===== config.mk =====
export PLATFORM = sky130hd
export DESIGN_NAME = f64_store_narrow
export DESIGN_NICKNAME = d
export VERILOG_FILES = /design/src/rtl/f64n_pkg.sv /design/src/rtl/f64n_classify.sv /design/src/rtl/f64n_rshift.sv /design/src/rtl/f64n_assemble.sv /design/src/rtl/f64_store_narrow.sv
export SDC_FILE = /design/constraint.sdc
export NUM_CORES = 1
export LEC_CHECK = 0
export BUFFER_PORTS_ARGS = -buffer_cell sky130_fd_sc_hd__buf_4
export CORE_MARGIN = 3
export CORE_UTILIZATION = 24
export CTS_CLUSTER_SIZE = 10
export DETAILED_ROUTE_END_ITERATION = 7
export PLACE_DENSITY = 0.48
export SYNTH_ARGS = -nofsm -noshare
export SYNTH_HDL_FRONTEND = slang
export SYNTH_SLANG_ARGS = --single-unit

===== constraint.sdc =====
create_clock -name clk -period 3.5 [get_ports clk]
set_input_delay 0.175 -clock clk [delete_from_list [all_inputs] [get_ports clk]]
set_output_delay 0.175 -clock clk [all_outputs]
set_load 0.005 [all_outputs]

===== src/rtl/f64n_pkg.sv =====
package f64n_pkg;
    // Formats
    localparam int DBL_W     = 64;
    localparam int SGL_W     = 32;
    localparam int DEXP_W    = 11;
    localparam int DFRAC_W   = 52;
    localparam int SEXP_W    = 8;
    localparam int SFRAC_W   = 23;
    localparam int MAG_W     = SGL_W - 1;          // output bits below the sign
    localparam int SIG_W     = DFRAC_W + 1;        // significand with hidden one
    localparam int SHAMT_W   = $clog2(SIG_W);

    // Exponent bounds that pick the path
    localparam logic [DEXP_W-1:0] EXP_DIRECT_MIN = DEXP_W'(897);
    localparam logic [DEXP_W-1:0] EXP_DENORM_MIN = DEXP_W'(874);
    localparam logic [DEXP_W-1:0] SHIFT_BASE     = DEXP_W'(926);
    localparam int                SHAMT_LO       = 30;
    localparam int                SHAMT_HI       = 52;

    typedef enum logic [1:0] {
        PATH_DIRECT = 2'd0,
        PATH_DENORM = 2'd1,
        PATH_FLUSH  = 2'd2
    } path_e;

    typedef struct packed {
        logic               sign;
        logic [DEXP_W-1:0]  exp;
        logic [DFRAC_W-1:0] frac;
    } dbl_t;

    typedef struct packed {
        path_e               path;
        logic [SHAMT_W-1:0]  shamt;
    } sel_t;

    function automatic path_e pick_path(input logic [DEXP_W-1:0] e);
        if (e >= EXP_DIRECT_MIN)      return PATH_DIRECT;
        else if (e >= EXP_DENORM_MIN) return PATH_DENORM;
        else                          return PATH_FLUSH;
    endfunction
endpackage


===== src/rtl/f64n_classify.sv =====
module f64n_classify
    import f64n_pkg::*;
(
    input  logic [DEXP_W-1:0] exp_in,
    output sel_t              sel
);
    always_comb begin
        sel.path  = pick_path(exp_in);
        sel.shamt = SHAMT_W'(SHIFT_BASE - exp_in);
    end

    // on the denormal path the shift amount stays inside the shifter span
    always_comb begin
        if (sel.path == PATH_DENORM) begin
            assert_shamt_range_R3: assert (sel.shamt >= SHAMT_W'(SHAMT_LO) &&
                                           sel.shamt <= SHAMT_W'(SHAMT_HI))
                else $error("shift amount out of span");
        end
    end
endmodule


===== src/rtl/f64n_rshift.sv =====
module f64n_rshift #(
    parameter int DATA_W  = 53,
    parameter int SHAMT_W = 6,
    parameter int KEEP_W  = 31
) (
    input  logic [DATA_W-1:0]  din,
    input  logic [SHAMT_W-1:0] shamt,
    output logic [KEEP_W-1:0]  dout
);
    logic [DATA_W-1:0] stage [SHAMT_W+1];

    assign stage[0] = din;

    generate
        for (genvar k = 0; k < SHAMT_W; k++) begin : g_stage
            localparam int STEP = 1 << k;
            if (STEP >= DATA_W) begin : g_full
                assign stage[k+1] = shamt[k] ? '0 : stage[k];
            end else begin : g_part
                assign stage[k+1] = shamt[k] ? (stage[k] >> STEP) : stage[k];
            end
        end
    endgenerate

    assign dout = stage[SHAMT_W][KEEP_W-1:0];
endmodule


===== src/rtl/f64n_assemble.sv =====
module f64n_assemble
    import f64n_pkg::*;
(
    input  dbl_t              src,
    input  path_e             path,
    input  logic [MAG_W-1:0]  denorm_mag,
    output logic [SGL_W-1:0]  result
);
    logic [MAG_W-1:0] mag;

    always_comb begin
        unique case (path)
            PATH_DIRECT: mag = {src.exp[DEXP_W-1],
                                src.exp[SEXP_W-2:0],
                                src.frac[DFRAC_W-1 -: SFRAC_W]};
            PATH_DENORM: mag = denorm_mag;
            default:     mag = '0;
        endcase
        result = {src.sign, mag};
    end
endmodule


===== src/rtl/f64_store_narrow.sv =====
module f64_store_narrow
    import f64n_pkg::*;
(
    input  logic             clk,
    input  logic             rst,
    input  logic             in_valid,
    input  logic [63:0]      in_data,
    output logic             out_valid,
    output logic [31:0]      out_data
);
    dbl_t              src;
    sel_t              sel;
    logic [MAG_W-1:0]  denorm_mag;
    logic [SGL_W-1:0]  result;

    assign src = dbl_t'(in_data);

    f64n_classify u_classify (
        .exp_in (src.exp),
        .sel    (sel)
    );

    f64n_rshift #(
        .DATA_W  (SIG_W),
        .SHAMT_W (SHAMT_W),
        .KEEP_W  (MAG_W)
    ) u_rshift (
        .din   ({1'b1, src.frac}),
        .shamt (sel.shamt),
        .dout  (denorm_mag)
    );

    f64n_assemble u_assemble (
        .src        (src),
        .path       (sel.path),
        .denorm_mag (denorm_mag),
        .result     (result)
    );

    always_ff @(posedge clk) begin
        if (rst) begin
            out_valid <= 1'b0;
            out_data  <= '0;
        end else begin
            out_valid <= in_valid;
            if (in_valid) out_data <= result;
        end
    end

    assert_valid_rise_R7: assert property (@(posedge clk) disable iff (rst)
        in_valid |=> out_valid);
    assert_valid_fall_R7: assert property (@(posedge clk) disable iff (rst)
        !in_valid |=> !out_valid);
    assert_hold_R8: assert property (@(posedge clk) disable iff (rst)
        !in_valid |=> $stable(out_data));
    assert_sign_R6: assert property (@(posedge clk) disable iff (rst)
        in_valid |=> out_data[SGL_W-1] == $past(in_data[DBL_W-1]));
    assert_special_exp_R2: assert property (@(posedge clk) disable iff (rst)
        (in_valid && in_data[62:52] == 11'h7FF) |=> out_data[30:23] == 8'hFF);
    assert_flush_R4: assert property (@(posedge clk) disable iff (rst)
        (in_valid && in_data[62:52] < 11'd874) |=> out_data[30:0] == 31'd0);
endmodule


==> results of run 1 <==
worst max-delay path: stages:
cell,delay (ps)
buf_4,150
ha_1,330
xor2_4,500
mux2i_1,170
mux2i_1,340
a2111oi_0,230
or4_1,620
a311oi_1,320
worst max-delay path by stage:
stage          depth (start not counted)            to        start  slack [ps]
2_1_floorplan                         15  out_data[10]  in_data[52]         280
3_3_place_gp                          10  out_data[17]  in_data[52]         590
3_5_place_dp                          10  out_data[17]  in_data[52]         580
4_1_cts                               10  out_data[17]  in_data[52]         890
5_1_grt                               10  out_data[17]  in_data[52]         660
6_report                               8  out_data[12]  in_data[53]         850
power breakdown:
group          leakage, nW  switching [mW]  total, mW  internal (mW)
logic                 2.11           0.578       1.04          0.466
clock network       0.0799           0.163      0.464          0.301
registers            0.273          0.0143      0.416          0.402
final cells by class:
cell class	count	area [um^2]	area share
Multi-Input combinational cell	494	4050	0.654
Timing Repair Buffer	122	966	0.156
Sequential cell	33	661	0.107
Tap cell	270	338	0.0545
Clock buffer	7	153	0.0246
Inverter	7	26.3	0.00424
Clock inverter	1	5.00	0.000807
routing by layer:
layer  wire, um  share of wire
met1       9600           0.47
met3       1630          0.080
met4        400          0.020
met5          0              0
met2       8640           0.43
state kept, by name, summed over array words and instances, names as in the netlist:
signal,cells
out_data,32
out_valid,1
Yosys cell counts, drive strengths merged, types with 3 or more instances:
cell type,count
a2111oi,3
a211oi,8
a21boi,3
a21o,3
a21oi,8
a221oi,5
a311oi,9
a31o,3
a31oi,14
a41oi,4
and3,3
buf,34
clkbuf,26
dfxtp,33
ha,3
inv,6
mux2,57
mux2i,53
mux4,35
nand2,60
nand3,10
nand4,3
nor2,76
nor3,25
nor4,10
o211ai,6
o21ai,19
o21bai,6
o221ai,4
o22ai,15
o311ai,5
o31a,3
or3,3
or4,5
xnor2,3
xor2,3
cells by family (layout without fill, tap and decap cells):
group                    after synthesis  count (layout)
AND/OR/NAND/NOR                      202             202
XOR/XNOR                               6               6
buffers and inverters                 67             137
flip-flops                            33              33
multiplexers                         145             145
adder cells (fa/ha/maj)                3               3
AO/OA/AOI/OAI                        138             138
through the flow:
step / instances / utilization / power [mW] / instance area (um^2) / setup WS [ps]
6_report: 934 / 0.304 / 1.92 / 6200 / 854
5_1_grt: 934 / 0.304 / 2.04 / 6200 / 665
4_1_cts: 934 / 0.304 / 1.93 / 6200 / 886
3_5_place_dp: 926 / 0.296 / 1.45 / 6040 / 582
3_3_place_gp: 926 / 0.296 / 1.46 / 6040 / 594
2_1_floorplan: 594 / - / 1.11 / 5030 / 280
==> impl_metrics.tcl, run 1 <==
set metrics [dict create \
    io_buffer_count 98 \
    rsz0062_at_grt "no" \
    hold_end "out_data[31]" \
    cts_made_buffers 5 \
    end_kind "flop" \
    min_from "in_data[63]" \
    track_usage 0.176 \
    synthTopCellsByArea "mux4_2 (15%), dfxtp_1 (13%), mux2_2 (12%)" \
    cp_max_fo 13 \
    min_path_cells 3 \
    die_area_mm2 0.0227 \
    grt_pass1_vias 5019 \
    synth_cell_types 68 \
    met3_usage 0.0224 \
    vdd_ir_drop_max_v 0.000181 \
    core_area_mm2 0.0204 \
    status "finished clean" \
    cap_violations 0 \
    use_met2 0.256 \
    tightest_slew_ps 800 \
    final_cell_mix "buf_4 (118), nor2_1 (76), nand2_1 (60)" \
    synth-xor-area-share 0.0119 \
    wl_um 20300 \
    dieWidth_um 151 \
    drtIter0Drc 501 \
    wl_per_cell_um 21.7 \
    place_hpwl_um 15600 \
    finalCriticalPeriod_ps 2650 \
    layout_commonest_cell "buf_4" \
    cts-resized-gates 0 \
    clk_latency_ps 280 \
    cts_root_buf "clkbuf_16" \
    synth_ff_type "dfxtp_1" \
    cp.required_ps 3680 \
    yosysWarnings 0 \
    grt_pass1_wl_um 30900 \
    cts_tree "built" \
    final_nets 733 \
    fill_cells 2239 \
    layout-drive-gt1-share 0.352 \
    finalSetupTns_ps 0 \
    synth.largest_area_cell "mux4_2" \
    hold_ws_ps 149 \
    top_usage_layer "met1" \
    grt_max_degree 71 \
    areaGrowthSynthToFinish_pct 23.2 \
    synthDominantCellAreaShare 0.148 \
    async_flop_share 0 \
    grt_use_met1 0.270 \
    synthMuxAreaShare 0.394 \
    reg2reg_slack_ps 2570 \
    ys_seq_elements 33 \
    seq_area_frac_synth 0.131 \
    cts_buffer_depth 2 \
    fin_crit_sh 0.756 \
    num_rows 52 \
    hold_violations 0 \
    cellPowerDensity_mw_per_mm2 310 \
    max_slew_margin 0.467 \
    r2r-start "out_data[20]" \
    synth_top_family_by_area "multiplexers" \
    die_h_um 151 \
    avgSynthCellArea_um2 8.47 \
    synth-simple-area-share 0.183 \
    drv_slew 0 \
    synth_cells 594 \
    synthAdderAreaFrac 0.00746 \
    path_class "primary input to flop" \
    avgViaCountPerCell 5.64 \
    post_cts_buffers 0 \
    syn_nets 664 \
    drc 0 \
    htreeDepth 2 \
    synth-compound-area-share 0.201 \
    drt_pass1_iterations 5 \
    initial_core_util 0.246 \
    fmax_mhz 378 \
    ios 100 \
    r2r_end "out_data[20]" \
    start_kind "primary input" \
    ant_nets 0 \
    r2r_cells 3 \
    netlist_area_mm2 0.00503 \
    p_leak_nw 2.46 \
    setup_viol 0 \
    hold_class "primary input to flop" \
    ctsHoldBuffers 0 \
    antenna_cells 0 \
    antenna_found_initial 0 \
    crit_arrival_ps 2830 \
    finalClockSkew_ps 0 \
    overflow 0 \
    gp_congestion 0.930 \
    synth_edf_count 0 \
    clkSlewWorstSetupHoldPaths_ps 60 \
    cts.sinks 33 \
    vias 5267 \
]
(Power assumes the default switching activity.)
==> run 2: changes to the inputs <==
Settings changed: PLACE_DENSITY 0.48 to 0.5.
Clock period 3.5 ns to 2.3 ns, I/O delays scaled along.
==> impl_metrics.tcl, run 2 (synthesis gave the netlist of run 1 again) <==
set metrics [dict create \
    place_area_mm2 0.00699 \
    areaGrowthSynthToFinish_pct 43.2 \
    track_usage 0.198 \
    path_class "primary input to flop" \
    antenna_cells 0 \
    final_nets 852 \
    setup_viol 0 \
    worstPathCellList "buf_4 > ha_2 > xnor2_2 > buf_4 > buf_4 > mux2i_1 > o22ai_1 > o31a_1 > nor4_1" \
    core_area_mm2 0.0204 \
    p_total_mw 3.32 \
    finalSetupTns_ps 0 \
    ios 100 \
    drv_slew 0 \
    vias 5768 \
    wl_per_cell_um 22.0 \
    antenna_found_initial 0 \
    tightest_slew_ps 635 \
    finalCoreUtilization 0.353 \
    final_cell_mix "buf_4 (230), nor2_1 (76), nand2_1 (60)" \
    fill_cells 2158 \
    drtIter0Drc 611 \
    grt_max_degree 43 \
    finalCriticalPeriod_ps 2230 \
    num_rows 52 \
    wl_um 23100 \
    layout-drive-gt1-share 0.464 \
    ctsHoldBuffers 0 \
    die_h_um 151 \
    cts.sinks 33 \
    cts_buffer_depth 2 \
    clkSlewWorstSetupHoldPaths_ps 50 \
    status "finished clean" \
    io_buffer_count 98 \
    multi_input_area_mm2 0.00412 \
    cts_made_buffers 5 \
    crit_top_cell "buf_4" \
    crit_arrival_ps 2420 \
    grt_pass1_vias 5599 \
    fmax_mhz 448 \
    cp.required_ps 2490 \
    vdd_ir_drop_max_v 0.000227 \
    largest_reg_flops 32 \
    cp_max_fo 9 \
    die_area_mm2 0.0227 \
    layout_commonest_cell "buf_4" \
    avgViaCountPerCell 5.48 \
    dieWidth_um 151 \
    place_hpwl_um 18700 \
    overflow 0 \
    cap_violations 0 \
    max_slew_margin 0.572 \
    drt_pass1_iterations 5 \
    start_kind "primary input" \
    final_area_mm2 0.00721 \
    hold_class "primary input to flop" \
    cts_root_buf "clkbuf_16" \
    end_kind "flop" \
    ant_nets 0 \
    rsz0062_at_grt "yes" \
    hold_violations 0 \
    top_register "out_data" \
    fin_crit_sh 0.970 \
    cpPeakStageDelay_ps 430 \
    drc 0 \
    register_area_um2 661 \
    gp_congestion 0.948 \
    reg_top3 "out_data x32, out_valid x1" \
    finalClockSkew_ps 0 \
    cts_tree "built" \
    grt_pass1_wl_um 34500 \
    clk_latency_ps 290 \
    p_leak_nw 3.05 \
    initial_core_util 0.246 \
    cpMaxStageDelayCell "xnor2_2" \
    htreeDepth 2 \
    cellPowerDensity_mw_per_mm2 461 \
]
-- run 2: power breakdown --
group,internal [mW],switching [mW],total [mW],leakage (nW)
Sequential,0.612,0.0220,0.634,0.273
Clock,0.425,0.248,0.673,0.0700
Combinational,1.00,1.01,2.02,2.70
-- run 2: final timing paths --
kind | start | to | slack [ps] | cells after the start
max | in_data[52] | out_data[18] | 70 | 9
max reg2reg | out_data[20] | out_data[20] | 1390 | 3
min reg2reg | out_data[27] | out_data[27] | 480 | 2
min | in_data[63] | out_data[31] | 70 | 3
-- run 2: area by class of cell --
| type | instances | share of cell area |
|---|---|---|
| Clock buffer | 7 | 0.0198 |
| Inverter | 7 | 0.00382 |
| Multi-Input combinational cell | 494 | 0.571 |
| Sequential cell | 33 | 0.0917 |
| Tap cell | 270 | 0.0469 |
| Timing Repair Buffer | 241 | 0.267 |
-- run 2: per-layer routing --
layer  track usage  share of wire  up-vias
met1         0.285           0.45     2739
met2         0.305           0.44      294
met4        0.0558          0.026        0
met3        0.0326          0.086       42
li1              -              -     2693
met5             0              0        -
-- run 2: repair_timing --
item / 4_1_cts / 5_1_grt
gates cloned: 0 / 0
buffers inserted: 0 / 4
endpoints found under the setup margin: 2 / 12
pin swaps: 0 / 2
resized for setup: 2 / 8
-- run 2: through the flow --
stage               hold slack [ps]  instances  setup WS, ps
floorplan                       262        594          -474
global placement                356       1041          -448
finish                         70.8       1052          68.4
detailed placement              365       1041          -438
CTS                            75.6       1048          42.7
global route                   80.7       1052         -27.8
-- run 2: critical path, delay by kind of cell --
kind            cells  cell delay (ps)
xor+xnor            1              430
fa+ha+maj           1              240
compound gates      2              510
mux                 1              360
simple gates        1              210
buf+inv             3              550
==> run 3: changes to the inputs <==
Settings changed: CORE_ASPECT_RATIO set to 0.9, CORE_UTILIZATION 24 to 52, PLACE_DENSITY 0.5 to 0.87.
==> impl_metrics.tcl, run 3 (synthesis gave the netlist of run 1 again) <==
set metrics [dict create \
    status "finished clean" \
    rsz0062_at_grt "no" \
    track_usage 0.418 \
    antenna_found_initial 0 \
    final_area_mm2 0.00674 \
    ant_nets 0 \
    wl_um 22400 \
    worstPathCellList "buf_4 > ha_2 > xor2_4 > buf_4 > nor3_1 > or4_4 > o2bb2ai_1 > o311a_1 > a211oi_1" \
    crit_top_cell "buf_4" \
    cp.required_ps 2500 \
    overflow 0 \
    cellPowerDensity_mw_per_mm2 451 \
    place_hpwl_um 17800 \
    avgViaCountPerCell 6.85 \
    cts_buffer_depth 2 \
    vdd_ir_drop_max_v 0.000231 \
    cap_violations 0 \
    p_seq_frac 0.209 \
    wl_per_cell_um 25.4 \
    num_rows 33 \
    clkSlewWorstSetupHoldPaths_ps 80 \
    cpMaxStageDelayCell "or4_4" \
    place_area_mm2 0.00663 \
    layout-drive-gt1-share 0.441 \
    cts.sinks 33 \
    hold_class "primary input to flop" \
    cpLargestDelayFamily "compound AO/OA/AOI/OAI gates" \
    hold_violations 0 \
    hold_ws_ps 57.5 \
    fill_cells 746 \
    setup_viol 0 \
    final_nets 827 \
    power_switching_mw 1.29 \
    htreeDepth 2 \
    fmax_mhz 455 \
    grt_pass1_wl_um 34500 \
    p_comb_frac 0.642 \
    start_kind "primary input" \
    drc 0 \
    fin_crit_sh 0.955 \
    cts_tree "built" \
    power.internal_mw 1.75 \
    reg_top3 "out_data x32, out_valid x1" \
    ios 100 \
    cts_made_buffers 5 \
    top_register "out_data" \
    largest_reg_flops 32 \
    vias 6032 \
    final_cell_mix "buf_4 (207), nor2_1 (76), nand2_1 (60)" \
    die_area_mm2 0.0109 \
    path_class "primary input to flop" \
    layout_commonest_cell "buf_4" \
    areaGrowthSynthToFinish_pct 33.9 \
    drtIter0Drc 725 \
    dp_slack_ps -263 \
    die_h_um 99.3 \
    cts_root_buf "clkbuf_8" \
    initial_core_util 0.544 \
    p_clk_frac 0.149 \
    finalClockSkew_ps 0 \
    finalCriticalPeriod_ps 2200 \
    antenna_cells 0 \
    gp_congestion 1.06 \
    crit_arrival_ps 2400 \
    grt_max_degree 40 \
    end_kind "flop" \
    clk_latency_ps 300 \
    cp_max_fo 16 \
    swShare 0.425 \
    drv_slew 0 \
    cpPeakStageDelay_ps 540 \
    setup_slack_ps 105 \
    p_total_mw 3.04 \
    dieWidth_um 110 \
    core_area_mm2 0.00925 \
    p_leak_nw 2.89 \
    finalCoreUtilization 0.728 \
    io_buffer_count 98 \
    max_slew_margin 0.583 \
    tightest_slew_ps 608 \
    path_buf_inv 2 \
    ctsHoldBuffers 0 \
    grt_pass1_vias 5919 \
    drt_pass1_iterations 6 \
]
[run 3: cell count changes in the layout (fill, tap and decap cells not counted), sizes merged]
| cell | change |
|---|---|
| clkbuf | -2 |
| clkinvlp | +1 |
| buf | -25 |
| clkinv | +2 |
[run 3: metrics by stage]
stage	cells	TNS (ps)
2_1_floorplan	594	-8720
3_3_place_gp	872	-1550
3_5_place_dp	872	-2220
4_1_cts	880	0
5_1_grt	880	0
6_report	880	0
[run 3: path summary, 6_finish.rpt]
kind	from	to	slack, ps	depth (start not counted)
min reg2reg	out_data[13]	out_data[13]	490	2
max	in_data[52]	out_data[19]	100	9
min	in_data[63]	out_data[31]	60	3
max reg2reg	out_data[20]	out_data[20]	1340	3
[run 3: metal layers]
metal | global-route usage | vias to the layer above | share of wire
met5 | 0 | - | 0
met4 | 0.251 | 0 | 0.085
met3 | 0.0876 | 119 | 0.11
met2 | 0.639 | 478 | 0.43
met1 | 0.539 | 2795 | 0.38
li1 | - | 2640 | -
[run 3: cell type report]
type / count / area, um^2 / area share
well taps: 122 / 153 / 0.0227
inverters: 7 / 27.5 / 0.00409
clock buffers: 5 / 68.8 / 0.0102
clock inverters: 3 / 17.5 / 0.00260
flip-flops and latches: 33 / 661 / 0.0981
repair buffers: 216 / 1730 / 0.257
multi-input cells: 494 / 4080 / 0.605
[run 3: power groups by stage]
stage               Sequential, mW  Clock (mW)  Combinational [mW]
global placement             0.645           0                1.85
finish                       0.634       0.453                1.95
CTS                          0.634       0.448                1.89
global route                 0.637       0.471                2.05
detailed placement           0.647           0                1.88
floorplan                    0.646           0                1.08
[run 3: repair_timing]
item / CTS / global route
hold endpoints to repair: 0 / 0
resized for setup: 0 / 8
endpoints found under the setup margin: 0 / 7
buffers inserted: 0 / 0
[run 3: worst reg2reg max path, stage by stage, from the launching register on]
cell and delay [ps]:
dfxtp_1 350, nor2_1 50, a311o_1 340, a41oi_1 150
